## config.mk

```make
export PLATFORM = sky130hd
export DESIGN_NAME = ctl_setup_capture
export DESIGN_NICKNAME = d
export VERILOG_FILES = /design/src/rtl/setup_cap_pkg.sv /design/src/rtl/setup_rx.sv /design/src/rtl/setup_bufs.sv /design/src/rtl/setup_ctl_regs.sv /design/src/rtl/ctl_setup_capture.sv
export SDC_FILE = /design/constraint.sdc
export NUM_CORES = 1
export LEC_CHECK = 0
export ABC_AREA = 1
export BUFFER_PORTS_ARGS = -buffer_cell sky130_fd_sc_hd__buf_2
export CORE_MARGIN = 2
export CORE_UTILIZATION = 55
export CTS_BUF_LIST = sky130_fd_sc_hd__clkbuf_16
export DETAILED_ROUTE_END_ITERATION = 10
export GPL_ROUTABILITY_DRIVEN = 0
export HOLD_SLACK_MARGIN = 0.12
export PLACE_DENSITY = 0.86
export SETUP_SLACK_MARGIN = 0.05
export SYNTH_ARGS = -nofsm -noshare
export SYNTH_HDL_FRONTEND = slang
export SYNTH_SLANG_ARGS = --single-unit
```

## constraint.sdc

```tcl
create_clock -name clk -period 2.3 [get_ports clk]
set_clock_uncertainty 0.05 [all_clocks]
set_input_delay 0.23 -clock clk [delete_from_list [all_inputs] [get_ports clk]]
set_output_delay 0.23 -clock clk [all_outputs]
set_load 0.005 [all_outputs]
```

## src/rtl/setup_cap_pkg.sv

```systemverilog
package setup_cap_pkg;
  localparam int SETUP_BYTES = 8;
  localparam int IDXW        = $clog2(SETUP_BYTES);

  localparam int ADDR_CTRL  = 0;
  localparam int ADDR_STAT  = 1;
  localparam int ADDR_PRIME = 2;
  localparam int ADDR_READY = 3;
  localparam int ADDR_BUF0  = 4;

  typedef struct packed {
    logic            en;
    logic [IDXW-1:0] idx;
    logic [7:0]      data;
  } byte_wr_t;
endpackage

```

## src/rtl/setup_rx.sv

```systemverilog
module setup_rx
  import setup_cap_pkg::*;
#(
  parameter int NUM_EP = 4,
  parameter int EPW    = 2
) (
  input  logic              clk,
  input  logic              rst_n,
  input  logic              beat,
  input  logic              sop,
  input  logic [EPW-1:0]    ep_in,
  input  logic [7:0]        data_in,
  input  logic [NUM_EP-1:0] lock_mask,
  output byte_wr_t          bw,
  output logic [EPW-1:0]    bw_ep,
  output logic              commit
);
  logic            active_q;
  logic [IDXW-1:0] cnt_q;
  logic [EPW-1:0]  ep_q;

  always_comb begin
    bw     = '0;
    bw_ep  = ep_q;
    commit = 1'b0;
    if (beat && sop) begin
      bw_ep = ep_in;
      if (!lock_mask[ep_in]) begin
        bw.en   = 1'b1;
        bw.idx  = '0;
        bw.data = data_in;
      end
    end else if (beat && active_q) begin
      bw.en   = 1'b1;
      bw.idx  = cnt_q;
      bw.data = data_in;
      commit  = (cnt_q == IDXW'(SETUP_BYTES - 1));
    end
  end

  always_ff @(posedge clk or negedge rst_n) begin
    if (!rst_n) begin
      active_q <= 1'b0;
      cnt_q    <= '0;
      ep_q     <= '0;
    end else if (beat && sop) begin
      active_q <= !lock_mask[ep_in];
      cnt_q    <= IDXW'(1);
      ep_q     <= ep_in;
    end else if (beat && active_q) begin
      cnt_q <= cnt_q + IDXW'(1);
      if (commit) active_q <= 1'b0;
    end
  end


  lockout_drop_chk: assert property (@(posedge clk) disable iff (!rst_n)
    (beat && sop && lock_mask[ep_in]) |=> !active_q);
endmodule

```

## src/rtl/setup_bufs.sv

```systemverilog
module setup_bufs
  import setup_cap_pkg::*;
#(
  parameter int NUM_EP = 4,
  parameter int EPW    = 2
) (
  input  logic                          clk,
  input  logic                          rst_n,
  input  byte_wr_t                      bw,
  input  logic [EPW-1:0]                bw_ep,
  output logic [NUM_EP*SETUP_BYTES*8-1:0] buf_flat
);
  logic [7:0] mem [NUM_EP][SETUP_BYTES];

  for (genvar e = 0; e < NUM_EP; e++) begin : g_ep
    for (genvar b = 0; b < SETUP_BYTES; b++) begin : g_byte
      always_ff @(posedge clk or negedge rst_n) begin
        if (!rst_n)
          mem[e][b] <= '0;
        else if (bw.en && bw_ep == EPW'(e) && bw.idx == IDXW'(b))
          mem[e][b] <= bw.data;
      end
      assign buf_flat[(e*SETUP_BYTES+b)*8 +: 8] = mem[e][b];
    end
  end


  buf_write_chk: assert property (@(posedge clk) disable iff (!rst_n)
    bw.en |=> mem[$past(bw_ep)][$past(bw.idx)] == $past(bw.data));
endmodule

```

## src/rtl/setup_ctl_regs.sv

```systemverilog
module setup_ctl_regs
  import setup_cap_pkg::*;
#(
  parameter int NUM_EP = 4,
  parameter int EPW    = 2,
  parameter int AW     = 4
) (
  input  logic                            clk,
  input  logic                            rst_n,
  input  logic                            wr_en,
  input  logic [AW-1:0]                   addr,
  input  logic [31:0]                     wdata,
  output logic [31:0]                     rdata,
  input  logic                            byte_stored,
  input  logic                            commit,
  input  logic [EPW-1:0]                  commit_ep,
  input  logic [NUM_EP-1:0]               prime_ack,
  input  logic [NUM_EP*SETUP_BYTES*8-1:0] buf_flat,
  output logic [NUM_EP-1:0]               lock_mask,
  output logic                            irq,
  output logic [NUM_EP-1:0]               prime_done,
  output logic [NUM_EP-1:0]               prime_fail
);
  localparam int WORDS = NUM_EP * 2;

  logic              lockdis_q, trip_q, irqen_q;
  logic              lockdis_n, trip_n, irqen_n;
  logic [NUM_EP-1:0] stat_q, prime_q, ready_q, pprev_q;
  logic [NUM_EP-1:0] stat_n, prime_n, ready_n, ack_hit, wbits;
  logic [AW-1:0]     widx;
  logic              unused_wdata;

  assign wbits        = wdata[NUM_EP-1:0];
  assign unused_wdata = ^wdata;
  assign ack_hit      = prime_ack & prime_q;

  always_comb begin
    lockdis_n = lockdis_q;
    trip_n    = trip_q;
    irqen_n   = irqen_q;
    stat_n    = stat_q;
    prime_n   = prime_q;
    ready_n   = ready_q;
    if (wr_en) begin
      if (addr == AW'(ADDR_CTRL)) begin
        lockdis_n = wdata[0];
        trip_n    = wdata[1];
        irqen_n   = wdata[2];
      end else if (addr == AW'(ADDR_STAT)) begin
        stat_n = stat_q & ~wbits;
      end else if (addr == AW'(ADDR_PRIME)) begin
        prime_n = prime_q | wbits;
      end else if (addr == AW'(ADDR_READY)) begin
        ready_n = ready_q & ~wbits;
      end
    end
    prime_n = prime_n & ~ack_hit;
    ready_n = ready_n | ack_hit;
    if (commit) begin
      stat_n[commit_ep]  = 1'b1;
      prime_n[commit_ep] = 1'b0;
      ready_n[commit_ep] = 1'b0;
    end
    if (byte_stored) trip_n = 1'b0;
  end

  always_ff @(posedge clk or negedge rst_n) begin
    if (!rst_n) begin
      lockdis_q <= 1'b0;
      trip_q    <= 1'b0;
      irqen_q   <= 1'b0;
      stat_q    <= '0;
      prime_q   <= '0;
      ready_q   <= '0;
      pprev_q   <= '0;
    end else begin
      lockdis_q <= lockdis_n;
      trip_q    <= trip_n;
      irqen_q   <= irqen_n;
      stat_q    <= stat_n;
      prime_q   <= prime_n;
      ready_q   <= ready_n;
      pprev_q   <= prime_q;
    end
  end

  assign lock_mask  = lockdis_q ? '0 : stat_q;
  assign irq        = irqen_q & (|stat_q);
  assign prime_done = pprev_q & ~prime_q & ready_q;
  assign prime_fail = pprev_q & ~prime_q & ~ready_q;

  assign widx = addr - AW'(ADDR_BUF0);
  always_comb begin
    rdata = '0;
    if (addr == AW'(ADDR_CTRL))
      rdata[2:0] = {irqen_q, trip_q, lockdis_q};
    else if (addr == AW'(ADDR_STAT))
      rdata[NUM_EP-1:0] = stat_q;
    else if (addr == AW'(ADDR_PRIME))
      rdata[NUM_EP-1:0] = prime_q;
    else if (addr == AW'(ADDR_READY))
      rdata[NUM_EP-1:0] = ready_q;
    else if (addr < AW'(ADDR_BUF0 + WORDS))
      rdata = buf_flat[int'(widx)*32 +: 32];
  end


  trip_clear_chk: assert property (@(posedge clk) disable iff (!rst_n)
    byte_stored |=> !trip_q);

  stat_set_chk: assert property (@(posedge clk) disable iff (!rst_n)
    commit |=> stat_q[$past(commit_ep)]);

  prime_kill_chk: assert property (@(posedge clk) disable iff (!rst_n)
    commit |=> !prime_q[$past(commit_ep)] && !ready_q[$past(commit_ep)]);

  ready_src_chk: assert property (@(posedge clk) disable iff (!rst_n)
    ((ready_q & ~$past(ready_q)) != '0) |-> ($past(prime_ack & prime_q) != '0));
endmodule

```

## src/rtl/ctl_setup_capture.sv

```systemverilog
module ctl_setup_capture
  import setup_cap_pkg::*;
#(
  parameter int NUM_EP = 4,
  localparam int EPW   = (NUM_EP > 1) ? $clog2(NUM_EP) : 1,
  localparam int AW    = $clog2(ADDR_BUF0 + 2*NUM_EP + 1)
) (
  input  logic              clk,
  input  logic              rst_n,
  input  logic              pkt_valid,
  output logic              pkt_ready,
  input  logic              pkt_sop,
  input  logic [EPW-1:0]    pkt_ep,
  input  logic [7:0]        pkt_data,
  input  logic              reg_wr,
  input  logic [AW-1:0]     reg_addr,
  input  logic [31:0]       reg_wdata,
  output logic [31:0]       reg_rdata,
  input  logic [NUM_EP-1:0] prime_ack,
  output logic              irq,
  output logic [NUM_EP-1:0] prime_done,
  output logic [NUM_EP-1:0] prime_fail
);
  logic                            rdy_q;
  byte_wr_t                        bw;
  logic [EPW-1:0]                  bw_ep;
  logic                            commit;
  logic [NUM_EP-1:0]               lock_mask;
  logic [NUM_EP*SETUP_BYTES*8-1:0] buf_flat;

  always_ff @(posedge clk or negedge rst_n) begin
    if (!rst_n) rdy_q <= 1'b0;
    else        rdy_q <= 1'b1;
  end
  assign pkt_ready = rdy_q;

  setup_rx #(.NUM_EP(NUM_EP), .EPW(EPW)) u_rx (
    .clk(clk), .rst_n(rst_n), .beat(pkt_valid && rdy_q), .sop(pkt_sop),
    .ep_in(pkt_ep), .data_in(pkt_data), .lock_mask(lock_mask),
    .bw(bw), .bw_ep(bw_ep), .commit(commit)
  );

  setup_bufs #(.NUM_EP(NUM_EP), .EPW(EPW)) u_bufs (
    .clk(clk), .rst_n(rst_n), .bw(bw), .bw_ep(bw_ep), .buf_flat(buf_flat)
  );

  setup_ctl_regs #(.NUM_EP(NUM_EP), .EPW(EPW), .AW(AW)) u_regs (
    .clk(clk), .rst_n(rst_n), .wr_en(reg_wr), .addr(reg_addr),
    .wdata(reg_wdata), .rdata(reg_rdata), .byte_stored(bw.en),
    .commit(commit), .commit_ep(bw_ep), .prime_ack(prime_ack),
    .buf_flat(buf_flat), .lock_mask(lock_mask), .irq(irq),
    .prime_done(prime_done), .prime_fail(prime_fail)
  );
endmodule

```

==> impl_metrics.py <==
metrics = {
    "global_route": {
        "wire_length_of_the_first_global_routing_pass_um": 69600,
        "grt_pass1_vias": 13400,
        "grt_max_degree": 70,
        "busiest_layer": "met2",
        "grt_use_total": 0.323,
        "total_grt_overflow": 0,
        "grt_use_met1": 0.442,
        "grtUsageMet2": 0.515,
        "antenna_found_initial": 0,
        "grt_met3_usage": 0.0691,
    },
    "timing": {
        "timing_worst_slew_pin_value_ps": 917,
        "setup_slack_ps": 36.2,
        "timing.final.crit_share": 0.984,
        "whs_ps": 162,
        "max-slew-margin-rel": 0.388,
        "timing.final.crit_period_ps": 2260,
        "final.setup.tns_ps": 0,
        "finalSetupViolCount": 0,
        "hold_violations": 0,
        "max_freq_ghz": 0.442,
        "rsz0062_at_grt": "true",
        "timing_max_transition_violations_final": 0,
    },
    "routing": {
        "vias": 14000,
        "detailedRoute.firstPassIterationCount": 5,
        "antenna_left": 0,
        "postRouteWirelength_um": 43500,
        "detailedRoute.firstIterationViolations": 2039,
        "drc_errors": 0,
        "routed_wire_length_per_instance_um": 19.7,
        "detail_route.vias_per_cell": 6.37,
    },
    "setup_path": {
        "crit_path_max_fanout": 8,
        "cp_slowest_stage_delay_ps": 400,
        "worst-endpoint-arrival_ps": 2670,
        "crit_chain": "nand3_1 -> nor2_1 -> buf_4 -> inv_2 -> nor2_2 -> nand2_2 -> nor2_4 -> nand3_1 -> nand2_1 -> nand2_1",
        "timing.critical_path.from_type": "register",
        "ws_path_type": "reg2reg",
        "worst_ep_required_time_ps": 2710,
        "worst_setup_path_end_kind": "register",
        "crit_slowest_cell": "dfrtp_1",
    },
    "place": {
        "detailedPlacementHpwl_um": 26100,
        "placement.setup.worst_slack_ps": 15.6,
        "port_buffers": 68,
        "placed_area_um2": 15100,
    },
    "final_layout": {
        "final_area_um2": 16500,
        "sequential_cell_area_um2": 7060,
        "proportion_of_layout_cells_with_a_drive_suffix_above_1": 0.144,
        "diodes": 0,
        "final_nets": 1911,
        "area_used_by_multi_input_combinational_logic_um2": 6360,
        "area.growth.synth_to_final_pct": 17.4,
        "fillers": 1979,
    },
    "clock_tree": {
        "max_h_tree_level": 1,
        "cts-root-buf": "clkbuf_16",
        "clock_tree.buffer_depth": 3,
        "clkTransAtPathRegs_ps": 60,
        "cts_tree": "yes",
        "clock_latency_ps": 570,
        "cts_buffers": 30,
        "numClockSinks": 282,
    },
    "pwr": {
        "largest_vdd_supply_drop_mv": 0.566,
        "combPwrFrac": 0.168,
        "seq_power_share": 0.471,
        "internal-power_mw": 8.35,
        "netSwitchingPower_mw": 3.61,
        "switching_share": 0.302,
        "cellLeakagePower_nw": 8.58,
        "power-per-cell-area_nw_per_um2": 726,
        "clock_power_share": 0.361,
    },
    "run": {
        "cap_viol_max_count": 0,
    },
    "synth": {
        "synth_seq_cells": 282,
        "ys_warn_count": 0,
        "synth_cell_type_count": 33,
        "yosysSeqAreaShare": 0.503,
        "syn-instance-count": 1773,
        "synth_area_per_cell_um2": 7.91,
        "postSynthNetCount": 1832,
        "cell_area_synth_um2": 14000,
    },
    "floorplanning": {
        "die_y_um": 164,
        "floorplan.initialDensity": 0.559,
        "fp-row-count": 58,
        "num_io_pins": 97,
        "fp.dieW_um": 164,
        "core_region_area_um2": 25100,
        "die-area_um2": 26800,
    },
    "worst_hold_path": {
        "worst_hold_path_type": "in2reg",
    },
    "run_status": {
        "status": "finished, final reports clean",
    },
}
power groups by stage:
stage / registers (mW) / clock network [mW] / logic, mW
final: 5.63 / 4.32 / 2.01
after global placement: 5.68 / 0 / 1.81
after global routing: 5.67 / 4.54 / 2.19
after CTS: 5.62 / 4.33 / 1.91
after floorplan: 5.63 / 0 / 1.12
after detailed placement: 5.71 / 0 / 1.86
area by class of cell:
cell class	instances	share of cell area
clock buffers	30	0.0456
inverters	45	0.0103
repair buffers	193	0.0979
flip-flops and latches	282	0.429
multi-input cells	1300	0.386
well taps	330	0.0251
clock inverters	23	0.00661
routing by layer:
layer,wire (um),vias to the layer above
met4,1480,0
met3,5110,154
met1,16600,6659
met5,0,-
li1,-,6226
met2,20300,986
Yosys cell counts, drive strengths merged:
cell type  instances  share of area
nand2            766           0.21
dfrtp            282           0.50
nand4            266           0.12
buf               84          0.031
nand3             77          0.028
clkbuf            62          0.017
inv               43          0.012
o21ai             41          0.015
nor2              33          0.013
a22oi             30          0.016
a21oi             28          0.010
a211oi            18         0.0096
a221oi            11         0.0069
nor3              10         0.0036
a31oi              7         0.0031
ha                 4         0.0036
clkinv             2        0.00054
mux2               2         0.0016
a21boi             1        0.00054
a41oi              1        0.00062
conb               1        0.00027
nand3b             1        0.00054
o21a               1        0.00054
o22ai              1        0.00045
o31ai              1        0.00054
stage by stage:
stage          cells   util  total power, mW
2_1_floorplan   1773      -             6.75
3_3_place_gp    2117  0.603             7.49
3_5_place_dp    2117  0.603             7.57
4_1_cts         2188  0.645             11.9
5_1_grt         2203  0.656             12.4
6_report        2203  0.656             12.0
what timing repair did:
| action | 4_1_cts | 5_1_grt |
|---|---|---|
| setup buffers | 0 | 15 |
| hold buffers | 18 | 0 |
| gates resized for setup | 5 | 39 |
| endpoints found under the hold margin | 302 | 0 |
| endpoints found under the setup margin | 15 | 227 |
| pin swaps | 0 | 3 |
cells in the final DEF, fill, tap and decap left out, types with 5 or more instances in the layout:
master,netlist,routed
a22oi_1,30,30
a21oi_1,28,28
buf_12,0,22
a31oi_1,7,7
a221oi_1,11,11
o21ai_0,40,38
clkinv_1,2,8
nand3_2,1,26
nor2_2,5,5
nor3_1,10,10
nand4_1,266,266
clkinv_2,0,5
clkbuf_16,0,30
buf_2,75,66
nor2_1,22,17
nor2_4,6,11
buf_4,6,85
dfrtp_1,282,282
inv_1,41,49
nand3_1,76,49
nand2_1,765,761
dlygate4sd3_1,0,18
a211oi_1,18,18
worst paths after layout:
check | cells past startpoint | from | to | slack, ps
worst max-delay path | 10 | pkt_ready$_DFF_PN0_ | u_bufs.buf_flat[215]$_DFFE_PN0P_ | 40
worst min-delay path | 4 | pkt_valid | u_rx.active_q$_DFFE_PN0P_ | 160
worst max register to register | 10 | pkt_ready$_DFF_PN0_ | u_bufs.buf_flat[215]$_DFFE_PN0P_ | 40
worst min register to register | 0 | u_regs.prime_q[1]$_DFF_PN0_ | u_regs.pprev_q[1]$_DFF_PN0_ | 320
max in group asynchronous | 3 | rst_n | u_bufs.buf_flat[106]$_DFFE_PN0P_ | 1310
min in group asynchronous | 2 | rst_n | u_bufs.buf_flat[194]$_DFFE_PN0P_ | 180
sequential cells by signal (all words and copies together), names as in the netlist:
name              flops
u_rx.active_q         1
u_bufs.buf_flat     256
u_regs.ready_q        4
u_rx.ep_q             2
u_rx.cnt_q            3
u_regs.trip_q         1
u_regs.stat_q         4
u_regs.irqen_q        1
u_regs.lockdis_q      1
u_regs.prime_q        4
u_regs.pprev_q        4
pkt_ready             1
critical path: cells and delay by family, from the launching register on:
kind	cells	cell delay (ps)
buf+inv	2	260
simple gates	8	1460
flops	1	400
cells by family after synthesis:
group / count (synthesis) / synth area share
simple gates: 1153 / 0.369
flops: 282 / 0.503
fa+ha+maj: 4 / 0.00357
mux: 2 / 0.00161
buf+inv: 191 / 0.0594
other cells: 1 / 0.000267
compound gates: 140 / 0.0633
Note: power is estimated with default switching activity, not from simulation.
